File: config.mk
export PLATFORM = sky130hd
export DESIGN_NAME = uart_line_monitor
export DESIGN_NICKNAME = d
export VERILOG_FILES = /design/src/rtl/ulm_pkg.sv /design/src/rtl/ulm_rx_sync.sv /design/src/rtl/ulm_bit_sampler.sv /design/src/rtl/ulm_idle_tracker.sv /design/src/rtl/ulm_tx_gate.sv /design/src/rtl/uart_line_monitor.sv
export SDC_FILE = /design/constraint.sdc
export NUM_CORES = 1
export LEC_CHECK = 0
export BUFFER_PORTS_ARGS = -buffer_cell sky130_fd_sc_hd__buf_2
export CAP_MARGIN = 5
export CORE_ASPECT_RATIO = 0.9
export CORE_MARGIN = 5
export CORE_UTILIZATION = 30
export CTS_CLUSTER_SIZE = 30
export DETAILED_ROUTE_END_ITERATION = 7
export PLACE_DENSITY_LB_ADDON = 0.12
export SLEW_MARGIN = 10
export SYNTH_ARGS = -nofsm -noshare
export SYNTH_HDL_FRONTEND = slang
export SYNTH_SLANG_ARGS = --single-unit
File: constraint.sdc
create_clock -name clk -period 8.2 [get_ports clk]
set_input_delay 1.23 -clock clk [delete_from_list [all_inputs] [get_ports clk]]
set_output_delay 1.23 -clock clk [all_outputs]
set_load 0.02 [all_outputs]
File: src/rtl/ulm_pkg.sv
// Package: shared constants and the frame-format type for the line monitor.
// Assumes a 16x oversampling tick and the character layout of a standard UART.
package ulm_pkg;

    localparam int TICKS_PER_BIT = 16;
    localparam int START_BITS    = 1;
    localparam int MIN_DATA_BITS = 5;
    localparam int MIN_STOP_BITS = 1;
    localparam int MAX_EXTRA     = 3 + 1 + 1;  // len_sel max + parity + extra stop
    localparam int MIN_CHAR_BITS = START_BITS + MIN_DATA_BITS + MIN_STOP_BITS;
    localparam int MAX_CHAR_BITS = MIN_CHAR_BITS + MAX_EXTRA;

    typedef struct packed {
        logic [1:0] len_sel;
        logic       parity_en;
        logic       two_stop;
    } ulm_fmt_t;

endpackage

File: src/rtl/ulm_rx_sync.sv
// Module: multi-stage synchroniser for the asynchronous RX line.
// Assumes the line idles high, so every stage resets to RST_VAL.
module ulm_rx_sync #(
    parameter int   STAGES  = 2,
    parameter logic RST_VAL = 1'b1
) (
    input  logic clk,
    input  logic rst_n,
    input  logic din,
    output logic dout
);

    logic [STAGES-1:0] chain_q;

    // Purpose: shift the raw line through the synchroniser chain.
    always_ff @(posedge clk) begin
        if (!rst_n) begin
            chain_q <= {STAGES{RST_VAL}};
        end else begin
            chain_q <= {chain_q[STAGES-2:0], din};
        end
    end

    assign dout = chain_q[STAGES-1];

endmodule

File: src/rtl/ulm_bit_sampler.sv
// Module: finds the middle of each bit cell from the 16x tick and emits one
// sample strobe per bit. The phase realigns on every falling edge of the
// synchronised line. Assumes rx_s is already synchronous to clk.
module ulm_bit_sampler #(
    parameter int TICKS = ulm_pkg::TICKS_PER_BIT
) (
    input  logic clk,
    input  logic rst_n,
    input  logic baud_tick,
    input  logic rx_s,
    output logic samp_stb,
    output logic samp_val,
    output logic rx_fall
);

    localparam int PW  = $clog2(TICKS);
    localparam int MID = TICKS / 2 - 1;

    logic [PW-1:0] phase_q;
    logic          rx_prev_q;

    assign rx_fall  = rx_prev_q && !rx_s;
    assign samp_stb = baud_tick && (phase_q == PW'(MID)) && !rx_fall;
    assign samp_val = rx_s;

    // Purpose: remember the previous line level for edge detection.
    always_ff @(posedge clk) begin
        if (!rst_n) begin
            rx_prev_q <= 1'b1;
        end else begin
            rx_prev_q <= rx_s;
        end
    end

    // Purpose: run the bit phase on ticks, restarting it at a falling edge.
    always_ff @(posedge clk) begin
        if (!rst_n) begin
            phase_q <= '0;
        end else if (rx_fall) begin
            phase_q <= '0;
        end else if (baud_tick) begin
            phase_q <= phase_q + PW'(1);
        end
    end

endmodule

File: src/rtl/ulm_idle_tracker.sv
// Module: counts consecutive high bit samples against a threshold of
// IDLE_CHARS character times and keeps the idle flag. Assumes one strobe per bit.
module ulm_idle_tracker
    import ulm_pkg::*;
#(
    parameter int IDLE_CHARS = 4
) (
    input  logic     clk,
    input  logic     rst_n,
    input  ulm_fmt_t fmt,
    input  logic     samp_stb,
    input  logic     samp_val,
    input  logic     idle_clear,
    output logic     rx_idle
);

    localparam int CW = $clog2(IDLE_CHARS * MAX_CHAR_BITS + 1);

    logic [CW-1:0] char_bits;
    logic [CW-1:0] thresh;
    logic [CW-1:0] cnt_q;
    logic          hit;
    logic          low_samp;
    logic          flag_q;

    // Purpose: derive the character length and the idle threshold from the format.
    always_comb begin
        char_bits = CW'(MIN_CHAR_BITS) + CW'(fmt.len_sel)
                  + CW'(fmt.parity_en) + CW'(fmt.two_stop);
        thresh    = CW'(IDLE_CHARS) * char_bits;
    end

    assign low_samp = samp_stb && !samp_val;
    assign hit      = samp_stb && samp_val && (cnt_q == thresh - CW'(1));

    // Purpose: count high samples, restarting on a low one and saturating.
    always_ff @(posedge clk) begin
        if (!rst_n) begin
            cnt_q <= '0;
        end else if (samp_stb) begin
            if (!samp_val) begin
                cnt_q <= '0;
            end else if (cnt_q < thresh) begin
                cnt_q <= cnt_q + CW'(1);
            end
        end
    end

    // Purpose: set on the threshold sample (wins over clear), drop on low sample or clear.
    always_ff @(posedge clk) begin
        if (!rst_n) begin
            flag_q <= 1'b0;
        end else if (hit) begin
            flag_q <= 1'b1;
        end else if (low_samp || idle_clear) begin
            flag_q <= 1'b0;
        end
    end

    assign rx_idle = flag_q;

endmodule

File: src/rtl/ulm_tx_gate.sv
// Module: registered TX output with a level break override.
// Assumes the line idles high, so the pin resets to 1.
module ulm_tx_gate (
    input  logic clk,
    input  logic rst_n,
    input  logic tx_serial,
    input  logic break_ctl,
    output logic tx_pin
);

    logic pin_q;

    // Purpose: hold the pin low during break, else pass the transmitter data.
    always_ff @(posedge clk) begin
        if (!rst_n) begin
            pin_q <= 1'b1;
        end else if (break_ctl) begin
            pin_q <= 1'b0;
        end else begin
            pin_q <= tx_serial;
        end
    end

    assign tx_pin = pin_q;

endmodule

File: src/rtl/uart_line_monitor.sv
// Module: top of the UART line break and idle detector. It ties the RX
// synchroniser, the bit sampler and the idle tracker together, and places the
// break gate on the TX path. Assumes baud_tick is a one-cycle 16x strobe.
module uart_line_monitor #(
    parameter int SYNC_STAGES = 2,
    parameter int IDLE_CHARS  = 4
) (
    input  logic       clk,
    input  logic       rst_n,
    input  logic       baud_tick,
    input  logic [1:0] len_sel,
    input  logic       parity_en,
    input  logic       two_stop,
    input  logic       rx_line,
    input  logic       tx_serial,
    input  logic       break_ctl,
    input  logic       idle_clear,
    output logic       tx_pin,
    output logic       rx_idle
);
    import ulm_pkg::*;

    ulm_fmt_t fmt;
    logic     rx_s;
    logic     samp_stb;
    logic     samp_val;
    logic     rx_fall;

    assign fmt = '{len_sel: len_sel, parity_en: parity_en, two_stop: two_stop};

    ulm_rx_sync #(.STAGES(SYNC_STAGES), .RST_VAL(1'b1)) u_sync (
        .clk  (clk),
        .rst_n(rst_n),
        .din  (rx_line),
        .dout (rx_s)
    );

    ulm_bit_sampler #(.TICKS(TICKS_PER_BIT)) u_sampler (
        .clk      (clk),
        .rst_n    (rst_n),
        .baud_tick(baud_tick),
        .rx_s     (rx_s),
        .samp_stb (samp_stb),
        .samp_val (samp_val),
        .rx_fall  (rx_fall)
    );

    ulm_idle_tracker #(.IDLE_CHARS(IDLE_CHARS)) u_idle (
        .clk       (clk),
        .rst_n     (rst_n),
        .fmt       (fmt),
        .samp_stb  (samp_stb),
        .samp_val  (samp_val),
        .idle_clear(idle_clear),
        .rx_idle   (rx_idle)
    );

    ulm_tx_gate u_txg (
        .clk      (clk),
        .rst_n    (rst_n),
        .tx_serial(tx_serial),
        .break_ctl(break_ctl),
        .tx_pin   (tx_pin)
    );

endmodule

# After elaboration in Yosys (flattened, before gate mapping)
# Index checks and enable logic that the tools add are counted.
# op_classes
addsub,6
order_cmp,1
n_eq_ne,3
mux,5
bitwise,1
reduce_logical,12
# op_table
operator,n
$mux 6,2
$add 4x1->4,2
$add 6x1->6 const B,1
$eq 6x6->1,1
$logic_and 1x1->1,6
$lt 6x6->1,1
$sub 6x1->6 const B,1
$add 3x2->4 const A,1
$add 4x1->4 const B,1
$eq 4x3->1 const B,1
$mux 1,3
$logic_not 1->1,2
$ne 2x1->1 const B,1
$reduce_and 2->1,1
$reduce_bool 2->1,1
$reduce_or 2->1,1
$logic_or 1x1->1,1
$not 1->1,1
# totals
regBits,15
inputBits,11

# Logic depth before layout (Yosys ltp)
# logic_depth
depth_word,8
mapped_depth,13
mapped_depth_nobuf,13

# Modules after synthesis
# Synthesis repeated with hierarchy kept, for this count alone.
# hier_totals
hier_cells,98
area_unflattened_um2,922.1
# modules_own_cells
module,n_inst,cells_per_inst,area_each_um2
ulm_idle_tracker,1,69,611.8
ulm_bit_sampler,1,22,225.2
ulm_rx_sync,1,4,52.6
ulm_tx_gate,1,3,32.5

# Worst setup path before layout
# OpenSTA, ideal clock, no wires.
# synth_timing
kind,input port to flip-flop
from,input port len_sel[0]
to,register u_idle.cnt_q[4]
setup_ps,71
t_arrival_ps,3494
t_required_ps,8129
slack_ps,4635
cell_stages,12
n_path_buf,0
path_cell_list,inv_1 -> ha_1 -> inv_1 -> ha_1 -> inv_1 -> fa_1 -> ha_1 -> nor2b_1 -> o2111ai_1 -> nand2_1 -> or3_1 -> a21oi_1
# synth_between
elab_chain_len,6
# synth_lines
element,line_no,rtl
start: declaration,uart_line_monitor.sv:11,"input logic [1:0] len_sel,"
$add 3x2->4,ulm_idle_tracker.sv:28,char_bits = CW'(MIN_CHAR_BITS) + CW'(fmt.len_sel)
$add 4x1->4 (2 in a row),ulm_idle_tracker.sv:29,+ CW'(fmt.parity_en) + CW'(fmt.two_stop);
$lt 6x6->1,ulm_idle_tracker.sv:43,end else if (cnt_q < thresh) begin
$ne 2x1->1 (no source line),-,
$reduce_and 2->1 (no source line),-,
end signal: assignment,ulm_idle_tracker.sv:44,cnt_q <= cnt_q + CW'(1);
end: declaration,ulm_idle_tracker.sv:21,logic [CW-1:0] cnt_q;
# Every way passes these cells.
# A chain may end at the register's enable or synchronous reset.

# Final worst setup path
# Same ends and word-level chain as after synthesis.

==> results.txt <==
- Outcome: complete, no violations
* Synthesized net count: 120
- Compared with the post-synthesis result, the final layout area differs by 15.0%.
- For this run, the share of the core covered by cells in the final layout is a little over a third.
- After synthesis, the share of flip-flops with an asynchronous set or reset is 0%.
- The via count of the first global-routing pass is 647.
* Top-area cell type share of the netlist area: 34.0%
* Post-CTS resize count: 0
* Synthesized instance count: 98
- A synthesized cell averages 9.01 um^2.
* Sequential area share after synthesis: 34.0%
- The hold violation total from the final report was 0.
- The startpoint identified for the worst hold timing path is u_sync.chain_q[0].
- After clock tree synthesis, the clock-pin slew on the worst setup and hold paths is around 80 ps.
- After detailed routing, the total wire length is approximately 1500 um.
- Summed over all layers, the global routing overflow is 0.
* Per-cell routed wire length: 10.1 um
- Post-synth top area cell: sky130_fd_sc_hd__dfxtp_1
- Counting I/O delays and the setup requirement, the final critical path takes ~3500 ps.
* Port-buffer cells: 12
- Summing every instance area after synthesis gives between 800 and 900 um^2.
- Sinks on Clock Net: 15
- The post-route netlist has 15.0% of its cells at a drive strength greater than 1.
- Number of nets in the layout: 136
* Arrival time worst endpoint: 3760 ps
- CTS HTree Levels: 1
- Total setup violations reported at the end of the flow: 0
- Cts bufs inserted: 3
- Total of max-cap violations: 0
* Number of ports placed on the die boundary: 13
- Summed over all cells, the static leakage comes to 0.000463 uW.
- Number of synthesis warnings: 0
- Worst slew margin relative to its limit: 43.0%
- Setup repair after global routing left no endpoint under its margin.
- Number of remaining DRC errors: 0
* Peak supply drop: approximately 0.000072 V
- Fin Clk Skew: a little under 3 ps
- Drt first-iter violations: 7
- For this configuration, the core starts out at a cell density of 31.6%.
- Post-route setup TNS: 0 ps
- Worst-case setup margin in the final layout: roughly 4700 ps
* Start-to-end type of the worst setup path: input pin to register
* Dominant synthesized flop cell: sky130_fd_sc_hd__dfxtp_1
- Synthesis instantiated 27 different standard cells from the library.
* DIE HEIGHT: between 60 and 70 um
* Power per unit of standard cell area: 140 nW/um^2
* Type of destination of the critical path: register
- Final weighted congestion of routability-driven global placement: around 0.75
- In this run, synthesis produced a sequential element count of 15.
- In this run the horizontal extent of the chip is about 67 um.
- Number of enable-type register cells in the synthesized netlist: 0
- Worst Hold Path Cells: 1
* Worst reg2reg startpoint: u_idle.cnt_q[3]
- Endpoint of the worst-slack reg-to-reg timing path: u_idle.cnt_q[4]
- Master cell of the clock root buffer: sky130_fd_sc_hd__clkbuf_4
- Insertion delay of the later-clocked pin in the worst-skew pair: about 280 ps
* Number of antenna violations at the first check in global routing: 0
* Buffers inserted during post-CTS setup optimization: 0
* Setup crit start kind: input pin
- Worst Hold Path EP: u_sync.chain_q[1]
- Number of vias per cell after detailed routing: roughly 4.5
- Measured in cells, the most critical reg-to-reg path has a length of 6.
- STA puts the critical path data required time at between 8000 and 9000 ps.
- For flop-to-flop paths, the worst setup slack is around 6300 ps.
- Total via count in the routed design: 689
* Pin count of the biggest net entering global routing: 11
- Detailed placement HPWL: 1270 um
- The number of antenna diodes in the final layout is 0.
* Transition at the pin with the smallest max-transition slack: 847 ps
- The first global-routing pass estimated roughly 2700 um of wire.
- The path class of the tightest hold or removal check is register to register.
- TritonCTS clock tree: yes
- Overall die area: 4130 um^2
* Clock tree buffer depth: 2
- Max Slew Vio Count: 0
- The total area inside the core boundary comes to 2790 um^2.
* Maximum frequency from static timing analysis: about 0.28 GHz
- Along the worst path, the maximum fanout reaches 4.
- Post-route antenna net violation count: 0
- Global routing consumed, over all layers together, under 10% of the routing resources.
- Ranked by total cell area, the synthesized netlist is headed by sky130_fd_sc_hd__dfxtp_1, sky130_fd_sc_hd__ha_1, sky130_fd_sc_hd__xnor2_1.
* Pre-CTS setup slack: between 4000 and 5000 ps
* Portion of the clock cycle consumed by the worst path in the final layout: 43.2%
- FP Rows: 18
- Hold repair after CTS inserted 0 buffers.
* Number of search-and-repair iterations in the first detailed-routing pass: 4
-- how the worst max path moves through the flow --
stage                 endpoint  slack [ps]  depth (start not counted)       start
5_1_grt        u_idle.cnt_q[4]        4460                         13  len_sel[0]
2_1_floorplan  u_idle.cnt_q[4]        4640                         12  len_sel[0]
3_5_place_dp   u_idle.cnt_q[4]        4390                         13  len_sel[0]
6_report       u_idle.cnt_q[4]        4660                         13  len_sel[0]
3_3_place_gp   u_idle.cnt_q[4]        4390                         13  len_sel[0]
4_1_cts        u_idle.cnt_q[4]        4650                         13  len_sel[0]
-- worst max-delay path: stages --
cell and delay [ps]:
sky130_fd_sc_hd__buf_2 70, sky130_fd_sc_hd__inv_1 30, sky130_fd_sc_hd__ha_1 270, sky130_fd_sc_hd__inv_1 50
sky130_fd_sc_hd__ha_1 150, sky130_fd_sc_hd__inv_1 50, sky130_fd_sc_hd__fa_1 490, sky130_fd_sc_hd__ha_1 290
sky130_fd_sc_hd__nor2b_1 140, sky130_fd_sc_hd__o2111ai_1 310, sky130_fd_sc_hd__nand2_1 160, sky130_fd_sc_hd__or3_1 360
sky130_fd_sc_hd__a21oi_1 150
-- per-layer routing --
| layer | vias up | share of wire (%) | global-route usage, % |
|---|---|---|---|
| li1 | 370 | - | - |
| met1 | 306 | 49 | 11.2 |
| met2 | 9 | 44 | 13.4 |
| met3 | 4 | 5.4 | 3.83 |
| met4 | 0 | 1.4 | 2.60 |
| met5 | - | 0 | 0 |
-- cell usage in the layout, fill, tap and decap left out, types with 4 or more instances in the layout --
cell and count:
sky130_fd_sc_hd__buf_2 12, sky130_fd_sc_hd__dfxtp_1 15, sky130_fd_sc_hd__ha_1 10, sky130_fd_sc_hd__inv_1 12, sky130_fd_sc_hd__nand3_1 5, sky130_fd_sc_hd__nand4_1 6
sky130_fd_sc_hd__nor2_1 8, sky130_fd_sc_hd__o21ai_0 5, sky130_fd_sc_hd__xnor2_1 7, sky130_fd_sc_hd__xor2_1 4
-- per-stage QoR --
step                instances  hold slack, ps  area, um^2  power (uW)
global route              153             445        1020         152
global placement          149             393         990         102
CTS                       153             414        1020         145
finish                    153             410        1020         142
floorplan                  98             386         883        95.7
detailed placement        149             392         990         103
-- final cells by class --
cell class,count,area (um^2)
clock buffers,4,26.3
repair buffers,12,60.1
inverters,12,45.0
flip-flops and latches,15,300
fillers,312,1780
multi-input cells,70,534
well taps,40,50.0
-- flip-flops by register name (all words and copies together) (netlist names) --
name / cells
u_sampler.rx_prev_q: 1
u_idle.cnt_q: 6
u_sync.chain_q: 2
u_txg.tx_pin: 1
u_sampler.phase_q: 4
u_idle.rx_idle: 1
-- cell usage after synthesis (2+ instances only) --
cell type                   n
sky130_fd_sc_hd__dfxtp_1   15
sky130_fd_sc_hd__or3_1      2
sky130_fd_sc_hd__nor2_1     8
sky130_fd_sc_hd__inv_1     12
sky130_fd_sc_hd__nand2_1    3
sky130_fd_sc_hd__xor2_1     4
sky130_fd_sc_hd__nor2b_1    2
sky130_fd_sc_hd__xnor2_1    7
sky130_fd_sc_hd__nand2b_1   3
sky130_fd_sc_hd__o21ai_0    5
sky130_fd_sc_hd__a21oi_1    3
sky130_fd_sc_hd__nand3_1    5
sky130_fd_sc_hd__ha_1      10
sky130_fd_sc_hd__nand4_1    6
-- cell families after synthesis --
group / after synthesis / synth area share [%]
adder cells (fa/ha/maj): 11 / 16.4
flip-flops: 15 / 34.0
XOR/XNOR: 11 / 10.9
multiplexers: 1 / 1.13
AO/OA/AOI/OAI: 14 / 10.9
buffers and inverters: 13 / 5.52
AND/OR/NAND/NOR: 33 / 21.1
-- power breakdown --
group	internal (uW)	total (uW)	switching, uW
Clock	18.9	41.6	22.7
Combinational	11.7	24.4	12.7
Sequential	74.6	76.0	1.41
Total	105	142	36.8
Note: power is estimated with default switching activity, not from simulation.
